--- config.mk ---
export PLATFORM = sky130hd
export DESIGN_NAME = pkt_accum_wake
export DESIGN_NICKNAME = d
export VERILOG_FILES = /design/src/rtl/pkt_accum_wake_pkg.sv /design/src/rtl/paw_sat_accum.sv /design/src/rtl/paw_latency_timer.sv /design/src/rtl/paw_reason_reg.sv /design/src/rtl/pkt_accum_wake.sv
export SDC_FILE = /design/constraint.sdc
export NUM_CORES = 1
export LEC_CHECK = 0
export BUFFER_PORTS_ARGS = -buffer_cell sky130_fd_sc_hd__buf_2
export CAP_MARGIN = 0
export CORE_ASPECT_RATIO = 0.9
export CORE_MARGIN = 1.5
export CORE_UTILIZATION = 60
export DETAILED_ROUTE_END_ITERATION = 6
export PLACE_DENSITY = 0.84
export SLEW_MARGIN = 15
export SYNTH_ARGS = -nofsm -noshare
export SYNTH_HDL_FRONTEND = slang
export SYNTH_SLANG_ARGS = --single-unit
--- constraint.sdc ---
create_clock -name clk -period 11.8 [get_ports clk]
set_clock_uncertainty 0.05 [all_clocks]
set_input_delay 0.59 -clock clk [delete_from_list [all_inputs] [get_ports clk]]
set_output_delay 0.59 -clock clk [all_outputs]
set_load 0.01 [all_outputs]
--- src/rtl/pkt_accum_wake_pkg.sv ---
package pkt_accum_wake_pkg;

   typedef enum logic [1:0] {
      ST_AWAKE = 2'd0,
      ST_ARMED = 2'd1,
      ST_ACCUM = 2'd2,
      ST_WAKE  = 2'd3
   } paw_state_e;

   localparam int RSN_N   = 4;
   localparam int RSN_CNT = 0;
   localparam int RSN_BYT = 1;
   localparam int RSN_TMO = 2;
   localparam int RSN_URG = 3;

endpackage

--- src/rtl/paw_sat_accum.sv ---
// Clearable accumulator; nxt_o is the value the register takes if add_i is applied.
module paw_sat_accum #(
   parameter int W        = 8,
   parameter bit SATURATE = 1'b1
) (
   input  logic         clk,
   input  logic         rst_n,
   input  logic         clr_i,
   input  logic         add_i,
   input  logic [W-1:0] inc_i,
   output logic [W-1:0] val_o,
   output logic [W-1:0] nxt_o
);
   logic [W-1:0] val_q;
   logic [W:0]   wide_sum;

   assign wide_sum = {1'b0, val_q} + {1'b0, inc_i};

   generate
      if (SATURATE) begin : g_sat
         assign nxt_o = wide_sum[W] ? {W{1'b1}} : wide_sum[W-1:0];
      end else begin : g_wrap
         assign nxt_o = wide_sum[W-1:0];
      end
   endgenerate

   always_ff @(posedge clk or negedge rst_n) begin
      if (!rst_n)     val_q <= '0;
      else if (clr_i) val_q <= '0;
      else if (add_i) val_q <= nxt_o;
   end

   assign val_o = val_q;
endmodule

--- src/rtl/paw_latency_timer.sv ---
// Down-counter loaded at the first packet; expires while running at a count of one or less.
module paw_latency_timer #(
   parameter int W = 16
) (
   input  logic         clk,
   input  logic         rst_n,
   input  logic         load_i,
   input  logic         run_i,
   input  logic [W-1:0] limit_i,
   output logic         expire_o
);
   logic [W-1:0] left_q;

   always_ff @(posedge clk or negedge rst_n) begin
      if (!rst_n)                                left_q <= '0;
      else if (load_i)                           left_q <= limit_i;
      else if (run_i && (left_q > W'(1)))        left_q <= left_q - W'(1);
   end

   assign expire_o = run_i && (left_q <= W'(1));
endmodule

--- src/rtl/paw_reason_reg.sv ---
// Sticky reason flags, write-one-to-clear; a set wins over a clear.
module paw_reason_reg #(
   parameter int N = 4
) (
   input  logic         clk,
   input  logic         rst_n,
   input  logic [N-1:0] set_i,
   input  logic [N-1:0] clr_i,
   output logic [N-1:0] flags_o
);
   logic [N-1:0] flags_q;

   generate
      for (genvar i = 0; i < N; i++) begin : g_bit
         always_ff @(posedge clk or negedge rst_n) begin
            if (!rst_n)        flags_q[i] <= 1'b0;
            else if (set_i[i]) flags_q[i] <= 1'b1;
            else if (clr_i[i]) flags_q[i] <= 1'b0;
         end
      end
   endgenerate

   assign flags_o = flags_q;
endmodule

--- src/rtl/pkt_accum_wake.sv ---
module pkt_accum_wake
   import pkt_accum_wake_pkg::*;
#(
   parameter int PKT_W    = 8,
   parameter int BYTE_W   = 16,
   parameter int LEN_W    = 11,
   parameter int TMR_W    = 16,
   parameter int MARGIN   = 1518,
   parameter bit SATURATE = 1'b1
) (
   input  logic              clk,
   input  logic              rst_n,
   input  logic              arm_sleep,
   input  logic [PKT_W-1:0]  cfg_pkt_limit,
   input  logic [BYTE_W-1:0] cfg_byte_limit,
   input  logic [TMR_W-1:0]  cfg_timeout,
   input  logic              rx_valid,
   input  logic [LEN_W-1:0]  rx_len,
   input  logic              rx_urgent,
   input  logic              wake_ack,
   input  logic [3:0]        reason_clr,
   output logic              wake_req,
   output logic [3:0]        wake_reason,
   output logic [PKT_W-1:0]  pkt_count,
   output logic [BYTE_W-1:0] byte_count
);
   localparam int PAD_W = BYTE_W - LEN_W;

   generate
      if (LEN_W >= BYTE_W) begin : g_bad_len
         $fatal(1, "LEN_W must be narrower than BYTE_W");
      end
      if (MARGIN < 1 || MARGIN >= (1 << BYTE_W)) begin : g_bad_margin
         $fatal(1, "MARGIN must fit in BYTE_W bits");
      end
      if (PKT_W < 1 || TMR_W < 1) begin : g_bad_w
         $fatal(1, "counter widths must be positive");
      end
   endgenerate

   paw_state_e        state_q, state_d;
   logic [PKT_W-1:0]  pkt_lim_q;
   logic [BYTE_W-1:0] byte_lim_q;
   logic [TMR_W-1:0]  tmo_q;

   logic              sleeping, arm_take, ack_take, cnt_clr, cnt_add;
   logic [PKT_W-1:0]  pkt_nxt;
   logic [BYTE_W-1:0] byte_nxt;
   logic [BYTE_W:0]   byte_need;
   logic              tmr_load, tmr_run, tmr_exp;
   logic              hit_cnt, hit_byt, hit_tmo, hit_urg, any_hit;
   logic [RSN_N-1:0]  rsn_set;

   assign sleeping = (state_q == ST_ARMED) || (state_q == ST_ACCUM);
   assign arm_take = (state_q == ST_AWAKE) && arm_sleep;
   assign ack_take = (state_q == ST_WAKE) && wake_ack;
   assign cnt_clr  = arm_take || ack_take;
   assign cnt_add  = rx_valid && (state_q != ST_AWAKE);

   // limits captured at arm time
   always_ff @(posedge clk or negedge rst_n) begin
      if (!rst_n) begin
         pkt_lim_q  <= '0;
         byte_lim_q <= '0;
         tmo_q      <= '0;
      end else if (arm_take) begin
         pkt_lim_q  <= cfg_pkt_limit;
         byte_lim_q <= cfg_byte_limit;
         tmo_q      <= cfg_timeout;
      end
   end

   paw_sat_accum #(.W(PKT_W), .SATURATE(SATURATE)) u_pkt_acc (
      .clk   (clk),
      .rst_n (rst_n),
      .clr_i (cnt_clr),
      .add_i (cnt_add),
      .inc_i (PKT_W'(1)),
      .val_o (pkt_count),
      .nxt_o (pkt_nxt)
   );

   paw_sat_accum #(.W(BYTE_W), .SATURATE(SATURATE)) u_byte_acc (
      .clk   (clk),
      .rst_n (rst_n),
      .clr_i (cnt_clr),
      .add_i (cnt_add),
      .inc_i ({{PAD_W{1'b0}}, rx_len}),
      .val_o (byte_count),
      .nxt_o (byte_nxt)
   );

   assign tmr_load = (state_q == ST_ARMED) && rx_valid;
   assign tmr_run  = (state_q == ST_ACCUM);

   paw_latency_timer #(.W(TMR_W)) u_timer (
      .clk      (clk),
      .rst_n    (rst_n),
      .load_i   (tmr_load),
      .run_i    (tmr_run),
      .limit_i  (tmo_q),
      .expire_o (tmr_exp)
   );

   // wake conditions, evaluated on the totals after the current packet
   assign byte_need = {1'b0, byte_nxt} + (BYTE_W+1)'(MARGIN);
   assign hit_cnt   = sleeping && rx_valid && (pkt_nxt >= pkt_lim_q);
   assign hit_byt   = sleeping && rx_valid && (byte_need > {1'b0, byte_lim_q});
   assign hit_urg   = sleeping && rx_valid && rx_urgent;
   assign hit_tmo   = tmr_exp;
   assign any_hit   = hit_cnt || hit_byt || hit_urg || hit_tmo;

   always_comb begin
      rsn_set          = '0;
      rsn_set[RSN_CNT] = hit_cnt;
      rsn_set[RSN_BYT] = hit_byt;
      rsn_set[RSN_TMO] = hit_tmo;
      rsn_set[RSN_URG] = hit_urg;
   end

   paw_reason_reg #(.N(RSN_N)) u_reason (
      .clk     (clk),
      .rst_n   (rst_n),
      .set_i   (rsn_set),
      .clr_i   (reason_clr),
      .flags_o (wake_reason)
   );

   always_comb begin
      state_d = state_q;
      unique case (state_q)
         ST_AWAKE: if (arm_sleep) state_d = ST_ARMED;
         ST_ARMED: if (rx_valid)  state_d = any_hit ? ST_WAKE : ST_ACCUM;
         ST_ACCUM: if (any_hit)   state_d = ST_WAKE;
         ST_WAKE:  if (wake_ack)  state_d = ST_AWAKE;
         default:                 state_d = ST_AWAKE;
      endcase
   end

   always_ff @(posedge clk or negedge rst_n) begin
      if (!rst_n) state_q <= ST_AWAKE;
      else        state_q <= state_d;
   end

   assign wake_req = (state_q == ST_WAKE);
endmodule

==> results of run 1 <==
## area by class of cell
class / instances / area [sq um]
sequential: 86 / 2150
clock inverter: 6 / 68.8
clock buffer: 10 / 138
multi-input combinational: 425 / 3100
fill: 658 / 2460
tap: 119 / 149
inverter: 41 / 154
timing repair buffer: 92 / 470
## stage by stage
stage	utilization	std cells	hold slack (ns)	cell area [sq um]	power (mW)
after floorplan	-	566	0.244	5450	1.20
after CTS	0.717	779	0.140	6230	1.66
after global routing	0.717	779	0.158	6230	1.80
after global placement	0.694	763	0.428	6030	1.37
after detailed placement	0.694	763	0.443	6030	1.44
final	0.717	779	0.134	6230	1.68
## Yosys cell counts (all sizes together) (3+ instances only)
cell type | instances | share of area
dfrtp | 86 | 0.39
nand2 | 54 | 0.037
nor2 | 48 | 0.033
ha | 43 | 0.099
inv | 41 | 0.028
mux2 | 41 | 0.085
o21ai | 39 | 0.036
a21oi | 32 | 0.029
xnor2 | 24 | 0.039
nor3 | 14 | 0.015
xor2 | 14 | 0.022
clkbuf | 13 | 0.0089
a22o | 12 | 0.019
a21o | 10 | 0.014
nand3 | 10 | 0.0092
o21a | 9 | 0.012
and3 | 7 | 0.0083
and2 | 6 | 0.0069
nor2b | 6 | 0.0069
nand3b | 5 | 0.0069
a211oi | 4 | 0.0096
a31o | 4 | 0.0064
a221oi | 3 | 0.0071
nand4 | 3 | 0.0034
o211ai | 3 | 0.0041
or3 | 3 | 0.0034
or4 | 3 | 0.0048
## flip-flops by register name, indices dropped and copies added (netlist names)
| name | count |
|---|---|
| state_q | 2 |
| pkt_lim_q | 8 |
| byte_lim_q | 16 |
| tmo_q | 16 |
| u_timer.left_q | 16 |
| u_reason.flags_o | 4 |
| u_byte_acc.val_o | 16 |
| u_pkt_acc.val_o | 8 |
## worst register-to-register path, stage by stage, from the launching register on
cell      delay (ns)
dfrtp_1         0.41
ha_1            0.25
fa_1            0.43
a21o_1          0.21
a22oi_1         0.31
a211oi_2        0.17
nor2_1          0.25
nor3_4          0.12
nor2_1          0.21
ha_1            0.23
o21ai_0         0.09
nand2_1         0.11
nand2_1         0.10
nor3_1          0.30
o21bai_1        0.17
xnor2_1         0.16
ha_1            0.30
nor2b_1         0.13
o21ai_0         0.09
a21oi_1         0.13
o21ai_0         0.12
a32o_1          0.33
and4_1          0.17
a2111o_1        0.35
a21o_1          0.18
## path summary, 6_finish.rpt
kind	slack [ns]	to	start	cells after the start
setup reg to reg	6.35	state_q[0]	u_byte_acc.val_o[0]	24
max in group asynchronous	10.54	tmo_q[14]	rst_n	2
hold reg to reg	0.46	byte_lim_q[8]	byte_lim_q[8]	1
min in group clk	0.37	u_reason.flags_o[1]	reason_clr[1]	2
hold / removal	0.13	pkt_lim_q[0]	rst_n	1
setup / recovery	6.35	state_q[0]	u_byte_acc.val_o[0]	24
## cells by family after synthesis
| kind of cell | share of synthesized area |
|---|---|
| adder cells (fa/ha/maj) | 0.102 |
| buffers and inverters | 0.0381 |
| XOR/XNOR | 0.0610 |
| multiplexers | 0.0847 |
| flip-flops | 0.395 |
| AND/OR/NAND/NOR | 0.150 |
| AO/OA/AOI/OAI | 0.169 |
## layer usage
metal  global-route usage  wire length [um]
met1                0.343              5480
met2                0.444              6000
met3               0.0502               803
met4               0.0984               251
met5                    0                11
## cell usage in the layout, fill, tap and decap left out, types with 3 or more instances in the layout
| cell | netlist | routed |
|---|---|---|
| o21ai_1 | 4 | 4 |
| and3_1 | 6 | 6 |
| dfrtp_1 | 86 | 86 |
| xnor2_1 | 24 | 24 |
| a31o_2 | 4 | 4 |
| and2_1 | 6 | 6 |
| nand4_1 | 3 | 3 |
| a21oi_1 | 32 | 32 |
| buf_2 | 1 | 88 |
| or3_1 | 3 | 3 |
| a22o_1 | 12 | 12 |
| clkbuf_8 | 0 | 10 |
| a221oi_2 | 2 | 3 |
| nor2_1 | 48 | 48 |
| nor3_1 | 13 | 13 |
| mux2_2 | 41 | 41 |
| a21o_1 | 9 | 9 |
| o21ai_0 | 34 | 34 |
| o21a_1 | 9 | 9 |
| buf_4 | 0 | 4 |
| inv_1 | 41 | 41 |
| nor2b_1 | 6 | 6 |
| nand2_1 | 54 | 54 |
| xor2_1 | 14 | 14 |
| o211ai_1 | 3 | 3 |
| nand3_1 | 10 | 10 |
| nand3b_1 | 5 | 5 |
| ha_1 | 43 | 43 |
## power by group
group	switching [mW]	total [mW]	leakage, nW	internal, mW
Combinational	0.515	0.937	1.87	0.422
Clock	0.114	0.220	0.109	0.106
Sequential	0.0935	0.518	1.05	0.425
==> summary.txt, run 1 <==
Pwr
  – Lkg Pwr: 3.03 nW
  – Peak supply drop: 0.134 mV
  – Ratio of total power to cell area: 269 nW/um^2

STA
  – Slew HR: 0.342
  – Slew @ Worst Pin: 0.985 ns
  – Sum Neg Setup Slack: 0 ns
  – Final hold vios: 0
  – Final setup viols: 0
  – Number of max-slew violations in the final report: 0
  – F_max: 183 MHz
  – Final min period: 5.45 ns
  – Final Cycle Share: 0.462
  – RSZ-0062 raised after global routing: false
  – Final WS setup: 6.35 ns

Worst setup path
  – WP buf/inv: 0
  – CP Class: flip-flop to flip-flop
  – Cell Chain, Critical Path: ha_1 -> fa_1 -> a21o_1 -> a22oi_1 -> a211oi_2 -> nor2_1 -> nor3_4 -> nor2_1 -> ha_1 -> o21ai_0 -> nand2_1 -> nand2_1 -> nor3_1 -> o21bai_1 -> xnor2_1 -> ha_1 -> nor2b_1 -> o21ai_0 -> a21oi_1 -> o21ai_0 -> a32o_1 -> and4_1 -> a2111o_1 -> a21o_1
  – Crit path DAT: 5.66 ns
  – CP max stage cell: fa_1
  – Critical path required time: 12.01 ns
  – CP top delay family: compound AO/OA/AOI/OAI gates
  – Critical path fanouts, max: 10
  – CP Launch Type: flip-flop
  – Setup crit end kind: flip-flop
  – Crit-path max cell delay: 0.43 ns

Final layout
  – NumNets Final: 760
  – Area grow syn2layout: 14.3%
  – Antenna cells: 0
  – Layout cell share with drive strength beyond 1: 0.255

Worst hold path
  – Hold Path Class: input pin to asynchronous set/reset pin

Synth
  – Asr flop ratio synth: 1.00
  – Synth Register Bits: 86
  – Average cell area after synthesis: 9.64 sq um
  – Yosys cell types: 61
  – Number of flops mapped to enable cells by yosys: 0
  – Register area share after synthesis: 0.395
  – Syn nets: 671
  – Primary FF master, synth: dfrtp_1
  – Synth warnings: 0
  – Mapped Area: 5450 sq um
  – Syn Inst Count: 566

Global routing
  – Number of global-route vias before repair: 4419
  – Antenna violations before repair: 1
  – GRT Util Overall: 0.264
  – First-pass GRT wire length: 20500 um
  – Largest net degree at the start of global routing: 52
  – Overflow after GRT: 0

Route
  – Number of detailed-route iterations in the first pass: 6
  – Initial detailed-routing violation count: 314
  – Final ANT Viol Nets: 0
  – DRC violations left: 0
  – Vias: 4585
  – Vias per inst: 5.89
  – Final wirelength: 12500 um
  – WL/cell: 16.1 um

Clock tree
  – Post-cts sizing count: 0
  – Num CTS Buffers: 9
  – CTS sink count: 86
  – Htree depth: 3
  – CTS Root Cell: clkbuf_8
  – CTS tree: done
  – CTS Buffer Depth: 2
  – Clock slew seen by the registers of the worst setup and hold paths: 0.10 ns
  – Post-CTS Hold Buffers: 0
  – Post-CTS setup buffer count: 0
  – Clk Latency, worst-skew pair: 0.36 ns

Run
  – # Max-Cap Violations: 0

Floorplan
  – Site row count: 32
  – Core ar.: 8690 sq um
  – Initial Util: 0.628
  – Die Area: 9670 sq um
  – Die X: 104 um
  – Die H: 93.5 um
  – I/O pin count: 90

Placement
  – Dpl ws: 6.17 ns
  – Gp weighted congestion: 0.902
  – Final HPWL DP: 9380 um
  – Port buffer count: 89

Outcome
  – Status: completed
(Power assumes the default switching activity.)
==> run 2: changes to the inputs <==
--- a/config.mk
+++ b/config.mk
@@ -9,9 +9,9 @@
 export CAP_MARGIN = 0
 export CORE_ASPECT_RATIO = 0.9
 export CORE_MARGIN = 1.5
-export CORE_UTILIZATION = 60
+export CORE_UTILIZATION = 57
 export DETAILED_ROUTE_END_ITERATION = 6
-export PLACE_DENSITY = 0.84
+export PLACE_DENSITY = 0.81
 export SLEW_MARGIN = 15
 export SYNTH_ARGS = -nofsm -noshare
 export SYNTH_HDL_FRONTEND = slang
==> constraint.sdc (replaced) <==
create_clock -name clk -period 5.25 [get_ports clk]
set_clock_uncertainty 0.05 [all_clocks]
set_input_delay 0.2625 -clock clk [delete_from_list [all_inputs] [get_ports clk]]
set_output_delay 0.2625 -clock clk [all_outputs]
set_load 0.01 [all_outputs]
==> run 2 against run 1 <==
Against the previous run: cell area is 1.3% higher; die area rose by 5.1%; critical path depth did not move; sequential cell count unchanged; highest routed layer is now met4.
==> summary.txt, run 2 (synthesis results as in run 1) <==
STA
  – Final setup viols: 0
  – Number of max-slew violations in the final report: 0
  – Hold_ws: 0.0238 ns
  – F_max: 201 MHz
  – Final Cycle Share: 0.947
  – Slew @ Worst Pin: 0.997 ns
  – Sum Neg Setup Slack: 0 ns
  – Final min period: 4.97 ns
  – Slew HR: 0.334
  – Final hold vios: 0

Pwr
  – Peak supply drop: 0.271 mV
  – Total power: 3.79 mW
  – Ratio of total power to cell area: 601 nW/um^2
  – Lkg Pwr: 3.04 nW

Clock tree
  – Clock slew seen by the registers of the worst setup and hold paths: 0.10 ns
  – Clk Latency, worst-skew pair: 0.36 ns
  – Num CTS Buffers: 9
  – Post-CTS setup buffer count: 0
  – CTS sink count: 86
  – CTS Root Cell: clkbuf_8
  – Htree depth: 3
  – CTS tree: done
  – CTS Buffer Depth: 2

Global routing
  – Largest net degree at the start of global routing: 54
  – Antenna violations before repair: 0
  – First-pass GRT wire length: 20500 um
  – Number of global-route vias before repair: 4376
  – Overflow after GRT: 0
  – GRT Util Overall: 0.255

Final layout
  – Multi-input gate area: 3150 sq um
  – Commonest non-fill, non-tap cell in the layout: buf_2
  – Most frequent cells in the layout: buf_2, dfrtp_1, nand2_1
  – Storage element area: 2150 sq um
  – Fill cells: 749
  – NumNets Final: 762
  – Antenna cells: 0
  – Area grow syn2layout: 15.8%
  – Layout cell share with drive strength beyond 1: 0.270

Worst setup path
  – RR Startpoint: u_byte_acc.val_o[0]
  – Setup crit end kind: flip-flop
  – CP Launch Type: flip-flop
  – Critical path required time: 5.46 ns
  – FF-to-FF path depth: 24
  – R2R setup slack: 0.28 ns
  – Cell Chain, Critical Path: ha_2 -> fa_2 -> a21o_1 -> a22oi_2 -> a211oi_4 -> nor2_2 -> nor3_4 -> nor2_1 -> ha_1 -> o21ai_0 -> nand2_1 -> nand2_1 -> nor3_4 -> o21bai_2 -> xnor2_1 -> ha_1 -> nor2b_1 -> o21ai_0 -> a21oi_1 -> o21ai_0 -> a32o_1 -> and4_1 -> a2111o_1 -> a21o_1
  – FF-to-FF End: state_q[0]
  – CP max stage cell: dfrtp_1
  – Most used cell along the critical path: o21ai_0
  – CP top delay family: compound AO/OA/AOI/OAI gates
  – CP Class: flip-flop to flip-flop
  – Critical path fanouts, max: 5
  – Crit path DAT: 5.18 ns
  – WP buf/inv: 0
  – Crit-path max cell delay: 0.42 ns

Route
  – Vias: 4585
  – WL/cell: 16.0 um
  – Number of detailed-route iterations in the first pass: 5
  – Final ANT Viol Nets: 0
  – Initial detailed-routing violation count: 198
  – Vias per inst: 5.85
  – Final wirelength: 12500 um
  – DRC violations left: 0

Worst hold path
  – Hold Path Class: input pin to flip-flop
  – Worst Hold Launch: reason_clr[0]
  – Worst hold path cell count: 2
  – Hold EP: u_reason.flags_o[0]

Floorplan
  – I/O pin count: 90
  – Core ar.: 9210 sq um
  – Initial Util: 0.592
  – Die H: 95.8 um
  – Die X: 106 um
  – Site row count: 33
  – Die Area: 10200 sq um

Placement
  – Final HPWL DP: 9450 um
  – Gp weighted congestion: 0.901
  – Port buffer count: 89

Run
  – # Max-Cap Violations: 0

Outcome
  – Status: completed
run 2: layer usage:
layer / wire length (um) / part of all wire / global-route usage / vias up
li1: - / - / - / 2195
met1: 5460 / 0.44 / 0.325 / 2216
met2: 6040 / 0.48 / 0.434 / 150
met3: 760 / 0.061 / 0.0555 / 24
met4: 256 / 0.020 / 0.0878 / 0
met5: 0 / 0 / 0 / -
run 2: worst max-delay path by stage:
stage | from | endpoint | slack (ns) | cells after the start
3_3_place_gp | rx_len[0] | state_q[0] | 0.19 | 25
2_1_floorplan | u_byte_acc.val_o[0] | state_q[0] | 0.43 | 24
5_1_grt | u_byte_acc.val_o[0] | state_q[0] | -0.04 | 24
4_1_cts | u_byte_acc.val_o[0] | state_q[0] | 0.01 | 24
3_5_place_dp | u_byte_acc.val_o[0] | state_q[0] | -0.04 | 24
6_report | u_byte_acc.val_o[0] | state_q[0] | 0.28 | 24
run 2: final cells by class:
type / instances / share of cell area
clock buffer: 9 / 0.0196
clock inverter: 7 / 0.0145
inverter: 41 / 0.0244
multi-input combinational: 425 / 0.499
sequential: 86 / 0.341
tap: 122 / 0.0242
timing repair buffer: 94 / 0.0773
run 2: worst reg2reg max path: cells and delay by family (launching register included):
| family | cells | cell delay, ns |
|---|---|---|
| compound gates | 11 | 1.91 |
| fa+ha+maj | 4 | 1.11 |
| simple gates | 8 | 1.23 |
| flops | 1 | 0.42 |
| xor+xnor | 1 | 0.14 |
run 2: power by group:
part	switching [mW]	internal [mW]
combinational	1.17	0.956
sequential	0.206	0.954
clock	0.271	0.232
run 2: timing repair:
action | CTS | global route
pin swaps | 0 | 1
hold endpoints to repair | 33 | 0
hold buffers | 1 | 0
cloned | 0 | 0
endpoints found under the setup margin | 1 | 3
gates resized for setup | 1 | 10
run 2: stage by stage:
step / worst slack (ns) / cells / area (sq um) / utilization
floorplan: 0.426 / 566 / 5450 / -
global placement: 0.189 / 767 / 6040 / 0.656
detailed placement: -0.0433 / 767 / 6040 / 0.656
CTS: 0.0137 / 784 / 6270 / 0.681
global route: -0.0418 / 784 / 6310 / 0.686
finish: 0.280 / 784 / 6310 / 0.686
==> run 3: changes to the inputs <==
--- a/config.mk
+++ b/config.mk
@@ -9,10 +9,11 @@
 export CAP_MARGIN = 0
 export CORE_ASPECT_RATIO = 0.9
 export CORE_MARGIN = 1.5
-export CORE_UTILIZATION = 57
+export CORE_UTILIZATION = 58
 export DETAILED_ROUTE_END_ITERATION = 6
 export PLACE_DENSITY = 0.81
 export SLEW_MARGIN = 15
 export SYNTH_ARGS = -nofsm -noshare
 export SYNTH_HDL_FRONTEND = slang
+export SYNTH_HIERARCHICAL = 1
 export SYNTH_SLANG_ARGS = --single-unit
==> run 3 against run 2 <==
Against the previous run: the flow now finishes with violations (negative hold slack); cell count rose by 9.4%; first-iteration DRC count rose by 48%; worst hold slack got worse by 0.078 ns; area after synthesis rose by 13%; cell area rose by 12%; critical path depth fell by 1; core utilization rose by 0.11 points.
==> summary.txt, run 3 <==
Placement
  – Gp weighted congestion: 0.919
  – Dpl ws: -0.0422 ns
  – Port buffer count: 89
  – Final HPWL DP: 10000 um

Synth
  – XOR/XNOR Fraction of Synth Area: 0.0599
  – Number of flops mapped to enable cells by yosys: 0
  – Synth area leader: dfrtp_1
  – Synth warnings: 6
  – Simple-Gate Fraction of Synth Area: 0.144
  – Mux share of post-synthesis cell area: 0.0874
  – Area contributors post-synth: dfrtp_1, ha_1, mux2_2, xnor2_1, inv_1
  – Average cell area after synthesis: 9.73 sq um
  – Largest family of logic cells by synthesized area: compound AO/OA/AOI/OAI gates
  – Syn Inst Count: 631
  – Count leader, synth: dfrtp_1
  – Synth Area in Adders: 0.119
  – Synth top cells by count: dfrtp_1, ha_1, inv_1, nand2_1, nor2_1
  – Asr flop ratio synth: 1.00
  – Yosys cell types: 77
  – Primary FF master, synth: dfrtp_1
  – Mapped Area: 6140 sq um
  – Synth Register Bits: 86
  – Compound-Gate Fraction of Synth Area: 0.184
  – Register area share after synthesis: 0.350
  – Synth top area share: 0.350

STA
  – Hold_ws: -0.0538 ns
  – Final setup viols: 0
  – Final Cycle Share: 0.959
  – Slew HR: 0.250
  – Slew @ Worst Pin: 1.12 ns
  – Final min period: 5.03 ns
  – Final hold vios: 86
  – Number of max-slew violations in the final report: 0
  – F_max: 199 MHz
  – Final WS setup: 0.216 ns

Clock tree
  – CTS Root Cell: clkbuf_16
  – CTS tree: done
  – Num CTS Buffers: 9
  – CTS sink count: 86
  – Clock slew seen by the registers of the worst setup and hold paths: 0.06 ns
  – Clk Latency, worst-skew pair: 0.34 ns
  – CTS Buffer Depth: 2
  – Htree depth: 3
  – Post-CTS Hold Buffers: 0

Outcome
  – Failing checks: negative hold slack
  – Status: finished with violations

Floorplan
  – Initial Util: 0.597
  – Site row count: 35
  – Die H: 101 um
  – Die X: 111 um
  – I/O pin count: 90
  – Die Area: 11200 sq um
  – Core ar.: 10300 sq um

Final layout
  – Fill cells: 765
  – Multi-input gate area: 3740 sq um
  – Layout cell share with drive strength beyond 1: 0.276
  – Antenna cells: 0
  – Most frequent cells in the layout: buf_2, dfrtp_1, ha_1
  – Area grow syn2layout: 15.1%
  – Commonest non-fill, non-tap cell in the layout: buf_2
  – Storage element area: 2150 sq um
  – NumNets Final: 842

Global routing
  – Number of global-route vias before repair: 4965
  – Antenna violations before repair: 0
  – Overflow after GRT: 0
  – First-pass GRT wire length: 22900 um
  – GRT Util Overall: 0.251
  – Largest net degree at the start of global routing: 87

Route
  – Final ANT Viol Nets: 0
  – WL/cell: 16.0 um
  – Final wirelength: 13700 um
  – Vias per inst: 5.81
  – DRC violations left: 0
  – Initial detailed-routing violation count: 294
  – Vias: 4987
  – Number of detailed-route iterations in the first pass: 5

Worst hold path
  – Hold Path Class: input pin to asynchronous set/reset pin

Worst setup path
  – Critical path fanouts, max: 4
  – CP max stage cell: fa_2
  – Cell Chain, Critical Path: ha_1 -> fa_2 -> a211oi_4 -> nor4_2 -> nor3_2 -> buf_4 -> o31ai_2 -> nor2_1 -> inv_1 -> nor4_2 -> nand2_1 -> a21oi_2 -> buf_4 -> nand2b_1 -> xnor2_1 -> ha_1 -> nand4_1 -> nor4_1 -> a21oi_1 -> a2bb2oi_2 -> a31oi_2 -> o21bai_2 -> mux2_1
  – CP Class: flip-flop to flip-flop
  – Crit path DAT: 5.21 ns
  – Setup crit end kind: flip-flop
  – CP Launch Type: flip-flop
  – Crit-path max cell delay: 0.41 ns
  – Critical path required time: 5.42 ns

Pwr
  – Lkg Pwr: 3.37 nW
  – Peak supply drop: 0.399 mV
  – Ratio of total power to cell area: 809 nW/um^2
  – Total power: 5.72 mW

Run
  – # Max-Cap Violations: 0
run 3: repair_timing:
action                     in CTS  in global routing
setup buffers                   0                  4
setup endpoints to repair       1                  2
resized for setup               2                  4
hold endpoints to repair        0                  0
pin swaps                       1                  6
run 3: power by group:
| part | switching [mW] | leakage, nW | internal, mW |
|---|---|---|---|
| clock network | 0.270 | 0.145 | 0.397 |
| registers | 0.239 | 1.03 | 1.00 |
| logic | 2.14 | 2.19 | 1.67 |
| total | 2.65 | 3.37 | 3.07 |
run 3: layout make-up:
class / instances / area share
multi-input cells: 478 / 0.529
flip-flops and latches: 86 / 0.304
repair buffers: 96 / 0.0713
clock buffers: 12 / 0.0363
inverters: 53 / 0.0281
well taps: 129 / 0.0228
clock inverters: 4 / 0.00761
run 3: logic make-up after synthesis:
| kind of cell | after synthesis |
|---|---|
| DFF | 86 |
| adders and majority gates | 57 |
| other | 2 |
| buffers and inverters | 79 |
| xor gates and xnor gates | 42 |
| and+or+nand+nor | 174 |
| muxes | 48 |
| AOI/OAI and AO/OA | 143 |
run 3: final timing paths:
| check | start | end | slack [ns] | depth (start not counted) |
|---|---|---|---|---|
| max in group asynchronous | rst_n | u_byte_acc/val_o[7] | 4.70 | 1 |
| worst min register to register | tmo_q[9] | u_timer/left_q[9] | 0.43 | 2 |
| worst min-delay path | rst_n | byte_lim_q[5] | -0.05 | 1 |
| worst max-delay path | u_byte_acc/val_o[0] | state_q[1] | 0.22 | 23 |
| worst max register to register | u_byte_acc/val_o[0] | state_q[1] | 0.22 | 23 |
| min in group clk | cfg_timeout[9] | tmo_q[9] | 0.10 | 2 |
run 3: through the flow:
step	instance area, sq um	TNS (ns)	utilization	cells
2_1_floorplan	6190	0	-	643
3_3_place_gp	6700	0	0.651	838
3_5_place_dp	6700	-0.0422	0.651	838
4_1_cts	7020	0	0.682	854
5_1_grt	7070	-0.00247	0.687	858
6_report	7070	0	0.687	858
run 3: per-layer routing:
metal | routed length (um) | track usage | vias up
met4 | 123 | 0.0516 | 0
met5 | 0 | 0 | -
met3 | 681 | 0.0523 | 17
met1 | 5950 | 0.323 | 2403
met2 | 6940 | 0.442 | 134
li1 | - | - | 2433
run 3: worst max-delay path: cells and delay by family, from the launching register on:
family	cells	cell delay (ns)
buffers and inverters	3	0.38
xor gates and xnor gates	1	0.09
adders and majority gates	3	0.94
DFF	1	0.39
and+or+nand+nor	8	1.60
muxes	1	0.33
AOI/OAI and AO/OA	7	1.11
